<file path="config.mk">
export PLATFORM = sky130hd
export DESIGN_NAME = lift_step_core
export DESIGN_NICKNAME = d
export VERILOG_FILES = /design/src/rtl/lift_pkg.sv /design/src/rtl/lift_mult.sv /design/src/rtl/lift_round_shift.sv /design/src/rtl/lift_sat.sv /design/src/rtl/lift_step_core.sv
export SDC_FILE = /design/constraint.sdc
export NUM_CORES = 1
export LEC_CHECK = 0
export ABC_AREA = 1
export CORE_ASPECT_RATIO = 0.75
export CORE_UTILIZATION = 51
export DETAILED_ROUTE_END_ITERATION = 10
export GPL_TIMING_DRIVEN = 0
export MAX_ROUTING_LAYER = met4
export PLACE_DENSITY_LB_ADDON = 0.08
export SLEW_MARGIN = 20
export SYNTH_ARGS = -nofsm -noshare
export SYNTH_HDL_FRONTEND = slang
export SYNTH_HIERARCHICAL = 1
export SYNTH_SLANG_ARGS = --single-unit
</file>
<file path="constraint.sdc">
create_clock -name clk_i -period 0.8 [get_ports clk_i]
set_clock_uncertainty 0.15 [all_clocks]
set_input_delay 0.12 -clock clk_i [delete_from_list [all_inputs] [get_ports clk_i]]
set_output_delay 0.12 -clock clk_i [all_outputs]
set_load 0.02 [all_outputs]
</file>
<file path="src/rtl/lift_pkg.sv">
package lift_pkg;
    localparam int LIFT_DATA_W   = 10;
    localparam int LIFT_COEF_W   = 6;
    localparam int LIFT_SCALE_SH = 4;

    typedef enum logic {
        STEP_DUAL   = 1'b0,
        STEP_SINGLE = 1'b1
    } step_mode_e;
endpackage

</file>
<file path="src/rtl/lift_mult.sv">
module lift_mult #(
    parameter int DATA_W = 10,
    parameter int COEF_W = 6,
    localparam int PROD_W = DATA_W + COEF_W
) (
    input  logic                     en_i,
    input  logic signed [DATA_W-1:0] x_i,
    input  logic signed [COEF_W-1:0] c_i,
    output logic signed [PROD_W-1:0] p_o
);
    logic signed [DATA_W-1:0] x_gated;
    logic signed [COEF_W-1:0] c_gated;

    // operand isolation: a disabled multiplier sees constant zeros
    always_comb begin
        x_gated = en_i ? x_i : '0;
        c_gated = en_i ? c_i : '0;
        p_o     = PROD_W'(x_gated) * PROD_W'(c_gated);
    end
endmodule

</file>
<file path="src/rtl/lift_round_shift.sv">
module lift_round_shift #(
    parameter int W  = 19,
    parameter int SH = 4
) (
    input  logic signed [W-1:0] sum_i,
    output logic signed [W-1:0] q_o
);
    localparam logic signed [W-1:0] HALF = W'(1) << (SH - 1);

    always_comb begin
        q_o = (sum_i + HALF) >>> SH;
    end
endmodule

</file>
<file path="src/rtl/lift_sat.sv">
module lift_sat #(
    parameter int IN_W  = 19,
    parameter int OUT_W = 10
) (
    input  logic signed [IN_W-1:0]  v_i,
    output logic signed [OUT_W-1:0] v_o,
    output logic                    clip_o
);
    localparam logic signed [IN_W-1:0] HI = {{(IN_W-OUT_W+1){1'b0}}, {(OUT_W-1){1'b1}}};
    localparam logic signed [IN_W-1:0] LO = {{(IN_W-OUT_W+1){1'b1}}, {(OUT_W-1){1'b0}}};

    always_comb begin
        clip_o = 1'b1;
        if (v_i > HI) begin
            v_o = OUT_W'(HI);
        end else if (v_i < LO) begin
            v_o = OUT_W'(LO);
        end else begin
            v_o    = OUT_W'(v_i);
            clip_o = 1'b0;
        end
    end
endmodule

</file>
<file path="src/rtl/lift_step_core.sv">
module lift_step_core #(
    parameter int DATA_W   = lift_pkg::LIFT_DATA_W,
    parameter int COEF_W   = lift_pkg::LIFT_COEF_W,
    parameter int SCALE_SH = lift_pkg::LIFT_SCALE_SH
) (
    input  logic                     clk_i,
    input  logic                     rst_ni,
    input  logic                     stb_i,
    input  logic                     one_mul_i,
    input  logic signed [DATA_W-1:0] mid_i,
    input  logic signed [DATA_W-1:0] a_i,
    input  logic signed [DATA_W-1:0] b_i,
    input  logic signed [COEF_W-1:0] ca_i,
    input  logic signed [COEF_W-1:0] cb_i,
    output logic signed [DATA_W-1:0] res_o,
    output logic                     ovf_o,
    output logic                     vld_o
);
    import lift_pkg::*;

    localparam int PROD_W = DATA_W + COEF_W;
    localparam int WIDE_W = PROD_W + 3;
    localparam int N_MUL  = 2;

    typedef struct packed {
        logic signed [DATA_W-1:0] res;
        logic                     ovf;
        logic                     vld;
    } out_state_t;

    step_mode_e mode;
    assign mode = step_mode_e'(one_mul_i);

    logic signed [DATA_W-1:0] xs  [N_MUL];
    logic signed [COEF_W-1:0] cs  [N_MUL];
    logic                     ens [N_MUL];
    logic signed [PROD_W-1:0] ps  [N_MUL];

    assign xs[0]  = a_i;
    assign cs[0]  = ca_i;
    assign ens[0] = 1'b1;
    assign xs[1]  = b_i;
    assign cs[1]  = cb_i;
    assign ens[1] = (mode == STEP_DUAL);

    for (genvar g = 0; g < N_MUL; g++) begin : g_mul
        lift_mult #(.DATA_W(DATA_W), .COEF_W(COEF_W)) u_mul (
            .en_i (ens[g]),
            .x_i  (xs[g]),
            .c_i  (cs[g]),
            .p_o  (ps[g])
        );
    end

    logic signed [WIDE_W-1:0] prod_sum;
    logic signed [WIDE_W-1:0] scaled;
    logic signed [WIDE_W-1:0] total;
    logic signed [DATA_W-1:0] clamped;
    logic                     clipped;

    always_comb begin
        prod_sum = WIDE_W'(ps[0]) + WIDE_W'(ps[1]);
    end

    lift_round_shift #(.W(WIDE_W), .SH(SCALE_SH)) u_rnd (
        .sum_i (prod_sum),
        .q_o   (scaled)
    );

    always_comb begin
        total = scaled + WIDE_W'(mid_i);
    end

    lift_sat #(.IN_W(WIDE_W), .OUT_W(DATA_W)) u_sat (
        .v_i    (total),
        .v_o    (clamped),
        .clip_o (clipped)
    );

    out_state_t st_d, st_q;

    always_comb begin
        st_d     = st_q;
        st_d.vld = stb_i;
        if (stb_i) begin
            st_d.res = clamped;
            st_d.ovf = clipped;
        end
    end

    always_ff @(posedge clk_i or negedge rst_ni) begin
        if (!rst_ni) begin
            st_q <= '0;
        end else begin
            st_q <= st_d;
        end
    end

    assign res_o = st_q.res;
    assign ovf_o = st_q.ovf;
    assign vld_o = st_q.vld;

    localparam logic signed [DATA_W-1:0] RES_HI = {1'b0, {(DATA_W-1){1'b1}}};
    localparam logic signed [DATA_W-1:0] RES_LO = {1'b1, {(DATA_W-1){1'b0}}};

    // a strobe yields a valid result in the following cycle
    a_r6_vld_follows: assert property (@(posedge clk_i) disable iff (!rst_ni)
        stb_i |=> vld_o);
    // no valid without a strobe
    a_r7_no_spurious: assert property (@(posedge clk_i) disable iff (!rst_ni)
        !stb_i |=> !vld_o);
    // result and flag hold while idle
    a_r7_hold: assert property (@(posedge clk_i) disable iff (!rst_ni)
        !stb_i |=> ($stable(res_o) && $stable(ovf_o)));
    // a raised flag always comes with a limit value
    a_r4_ovf_at_limit: assert property (@(posedge clk_i) disable iff (!rst_ni)
        ovf_o |-> (res_o == RES_HI || res_o == RES_LO));
endmodule

</file>
==> results.txt, run 1 <==
outcome: finished, violations left
failing checks: negative hold slack, negative setup slack
DP Cell Count: 1371
R2R setup slack: -130 ps
required time worst endpoint: 780 ps
# hold bufs at CTS: 0
Rows: 37
die area: 15000 sq um
worst hold slack: -307 ps
CTS Buf Count: 3
post-route design area: 10200 sq um
worst setup margin: -6340 ps
Initial Util: 0.529
Critical Path End: res_o[2]
Final Critical Period: 7140 ps
Via density: 5.15
Slew Limit Fails: 0
CP Max Fanout: 5
nets: 1467
Max-slew headroom: 0.416
Hold Vio Cnt, Final: 12
vias in the first global route: 7073
routed wire length: 19700 microns
DRT antenna net count: 0
critical path buffer and inverter count: 9
Placed Area: 8490 sq um
CP Capture Type: flip-flop
CP startpoint: one_mul_i
Max Freq: 140 MHz
area delta synth->final: 38.2%
TNS Setup: -71730 ps
Die Y-Extent: 106 microns
RD Place Congestion: 0.882
commonest non-fill, non-tap cell in the layout: nand2_1
DR WL/cell: 13.7 microns
Core Area: 13900 sq um
cell family with most CP delay: adder cells
most frequent cells in the layout: nand2_1, inv_1, nor2_1
Synth Area per Inst: 6.60 sq um
met2 wire len: 8780 microns
# setup viols final: 23
antenna violations before repair: 0
M1 WL: 9460 microns
RSZ-0062 raised after global routing: yes
RR Startpoint: res_o[0]
type of the worst setup path: primary input to flip-flop
Via Count: 7401
CTS sink count: 12
Die Span X: 141 microns
area of the mapped netlist: 7380 sq um
slowest CP cell: fa_2
share of layout cells above drive strength 1: 0.319
pin count of the biggest net entering global routing: 13
first-pass GRT wire length: 32500 microns
residual DRC count: 0
Clock Latency Late Sink: 240 ps
ant diodes: 0
max cap viols: 0
fin crit share: 8.93
post-synthesis cell count: 1118
Worst path depth: 42
routed wl met3: 1250 microns
Tot GR Track Use: 0.273
worst slew pin tran: 873 ps
R2R cell count: 1
detailed placement HPWL: 14500 microns
CTS Root Cell: clkbuf_16
TritonRoute pass-1 iters: 7
FILL cells: 1093
highest metal used: met4
IO Pins: 58
yosys warns: 6
Clock Path Buffers: 2
CTS tree: done
CTS HTree Levels: 1
PortBufs: 57
arrival time of the worst setup path: 7120 ps
GR Overflow Total: 0
number of DRC markers in iteration 0: 502
Non-Filler Instances: 1436
Largest stage delay, worst path: 590 ps
reg2reg end: res_o[0]
Critical Path Start Type: primary input
most used cell along the critical path: nand2_2
Hold Crit Class: primary input to async pin
Reg clk slew, reported paths: 40 ps
==> registers in the layout, indices dropped and copies added, names as in the netlist <==
| name | count |
|---|---|
| res_o | 10 |
| ovf_o | 1 |
| vld_o | 1 |
==> timing repair <==
item / CTS / global route
endpoints found under the setup margin: 23 / 35
endpoints found under the hold margin: 0 / 12
gates resized for setup: 224 / 175
cloned: 3 / 0
buffers inserted: 48 / 10
pin swaps: 92 / 80
==> how the worst min path moves through the flow <==
stage / to / slack (ps) / cells past startpoint
2_1_floorplan: ovf_o / -330 / 0
3_3_place_gp: ovf_o / 340 / 1
3_5_place_dp: res_o[4] / 340 / 1
4_1_cts: res_o[9] / 100 / 1
5_1_grt: res_o[9] / -250 / 1
6_report: res_o[9] / -310 / 1
==> final cells by class <==
cell class / instances / area [sq um] / area share
multi-input cells: 900 / 7650 / 0.750
plain buffers: 8 / 71.3 / 0.00700
flip-flops and latches: 12 / 300 / 0.0295
inverters: 201 / 767 / 0.0753
clock buffers: 4 / 88.8 / 0.00872
repair buffers: 116 / 1070 / 0.105
well taps: 195 / 244 / 0.0239
==> stage by stage <==
stage	hold WS (ps)	util	worst slack, ps
6_report	-307	0.731	-6340
5_1_grt	-254	0.731	-6650
4_1_cts	102	0.679	-6300
3_5_place_dp	344	0.609	-7330
3_3_place_gp	341	0.609	-7360
2_1_floorplan	-326	-	-5880
==> routing by layer <==
| metal | track usage | vias up |
|---|---|---|
| li1 | - | 3702 |
| met1 | 0.407 | 3460 |
| met2 | 0.410 | 211 |
| met3 | 0.0243 | 28 |
| met4 | 0.0357 | 0 |
| met5 | - | - |
Power of run 1 is left out: the tool's default activity adds up to more than one toggle a clock period on the data nets, which glitch-free logic cannot reach.
==> run 2: changes to the inputs <==
--- a/config.mk
+++ b/config.mk
@@ -7,7 +7,8 @@
 export LEC_CHECK = 0
 export ABC_AREA = 1
 export CORE_ASPECT_RATIO = 0.75
-export CORE_UTILIZATION = 51
+export CORE_UTILIZATION = 40
+export CTS_CLUSTER_SIZE = 14
 export DETAILED_ROUTE_END_ITERATION = 10
 export GPL_TIMING_DRIVEN = 0
 export MAX_ROUTING_LAYER = met4
==> results.txt, run 2 (synthesis results as in run 1) <==
required time worst endpoint: 770 ps (about the same)
post-route design area: 10600 sq um (+4.0%)
arrival time of the worst setup path: 6980 ps (-140 ps)
Placed Area: 8550 sq um (+0.69%)
TNS Setup: -70450 ps (+1290 ps)
GR Overflow Total: 0 (unchanged)
PortBufs: 57 (unchanged)
Initial Util: 0.413 (-0.117)
residual DRC count: 0 (unchanged)
CTS sink count: 12 (unchanged)
share of layout cells above drive strength 1: 0.351 (+0.0316)
CP Max Fanout: 5 (unchanged)
fin crit share: 8.75 (-0.174)
CTS Buf Count: 3 (unchanged)
most frequent cells in the layout: nand2_1, inv_1, nor2_1
Hold Crit Class: primary input to async pin
Via Count: 7162 (-3.2%)
CTS Root Cell: clkbuf_16
DRT antenna net count: 0 (unchanged)
Reg clk slew, reported paths: 40 ps (about the same)
Max-slew headroom: 0.484 (+0.0681)
Hold Vio Cnt, Final: 12 (unchanged)
RSZ-0062 raised after global routing: yes
max cap viols: 0 (unchanged)
Die Y-Extent: 120 microns (+13%)
Clock Path Buffers: 2 (unchanged)
routed wire length: 19700 microns (-0.12%)
Max Freq: 143 MHz (+2.0%)
Via density: 4.80 (-6.8%)
worst hold slack: -160 ps (+147 ps)
first-pass GRT wire length: 31900 microns (-2.1%)
cell family with most CP delay: adder cells
Clock Latency Late Sink: 240 ps (about the same)
number of DRC markers in iteration 0: 333 (-34%)
Tot GR Track Use: 0.206 (-0.0666)
Slew Limit Fails: 0 (unchanged)
antenna violations before repair: 0 (unchanged)
die area: 19000 sq um (+27%)
slowest CP cell: fa_2
Critical Path Start Type: primary input
vias in the first global route: 6752 (-4.5%)
detailed placement HPWL: 15200 microns (+4.5%)
TritonRoute pass-1 iters: 4 (-3)
FILL cells: 1676 (+53%)
Die Span X: 159 microns (+13%)
Rows: 42 (+14%)
worst setup margin: -6200 ps (+139 ps)
outcome: finished, violations left
nets: 1475 (+0.55%)
ant diodes: 0 (unchanged)
failing checks: negative hold slack, negative setup slack
critical path buffer and inverter count: 9 (unchanged)
worst slew pin tran: 771 ps (-102 ps)
CTS HTree Levels: 1 (unchanged)
commonest non-fill, non-tap cell in the layout: nand2_1
Core Area: 17900 sq um (+28%)
CP Capture Type: flip-flop
area delta synth->final: 43.7%
Final Critical Period: 7000 ps (-139 ps)
CTS tree: done
max reg flops: 10 (unchanged)
RD Place Congestion: 0.858 (-2.7%)
type of the worst setup path: primary input to flip-flop
# setup viols final: 23 (unchanged)
Largest stage delay, worst path: 570 ps (-20 ps)
DR WL/cell: 13.2 microns (-3.8%)
pin count of the biggest net entering global routing: 13 (unchanged)
most used cell along the critical path: nand2_2
IO Pins: 58 (unchanged)
## run 2: metal layers
metal	up-vias	routed length, microns	GRT usage
met2	132	8090	0.293
met5	-	0	-
met1	3314	10800	0.331
met4	0	99	0.00850
li1	3704	-	-
met3	12	741	0.0111
## run 2: final timing paths
check                      slack (ps)  cells past startpoint  startpoint  endpoint
hold / removal                   -160                      1      rst_ni  res_o[8]
min in group clk_i                250                      1       stb_i     vld_o
hold reg to reg                   370                      1    res_o[9]  res_o[9]
setup reg to reg                 -130                      1    res_o[0]  res_o[0]
max in group asynchronous         280                      1      rst_ni     ovf_o
setup / recovery                -6200                     45   one_mul_i  res_o[2]
## run 2: timing repair
| item | CTS | global route |
|---|---|---|
| gates resized for setup | 235 | 221 |
| buffers inserted | 39 | 27 |
| pin swaps | 57 | 142 |
| endpoints found under the setup margin | 35 | 23 |
| hold endpoints to repair | 12 | 12 |
| cloned | 2 | 1 |
## run 2: cell type report
class	count	area [sq um]	area share
Timing Repair Buffer	124	1110	0.104
Inverter	201	769	0.0726
Tap cell	242	303	0.0286
Sequential cell	12	300	0.0283
Clock buffer	4	88.8	0.00838
Multi-Input combinational cell	900	7960	0.751
Buffer	8	71.3	0.00673
## run 2: per-stage QoR
stage,setup slack (ps),instances,utilization
2_1_floorplan,-5880,1119,-
3_3_place_gp,-7400,1418,0.479
3_5_place_dp,-7380,1418,0.479
4_1_cts,-6290,1463,0.532
5_1_grt,-6610,1491,0.593
6_report,-6200,1491,0.593
Power of run 2 is left out for the same reason.
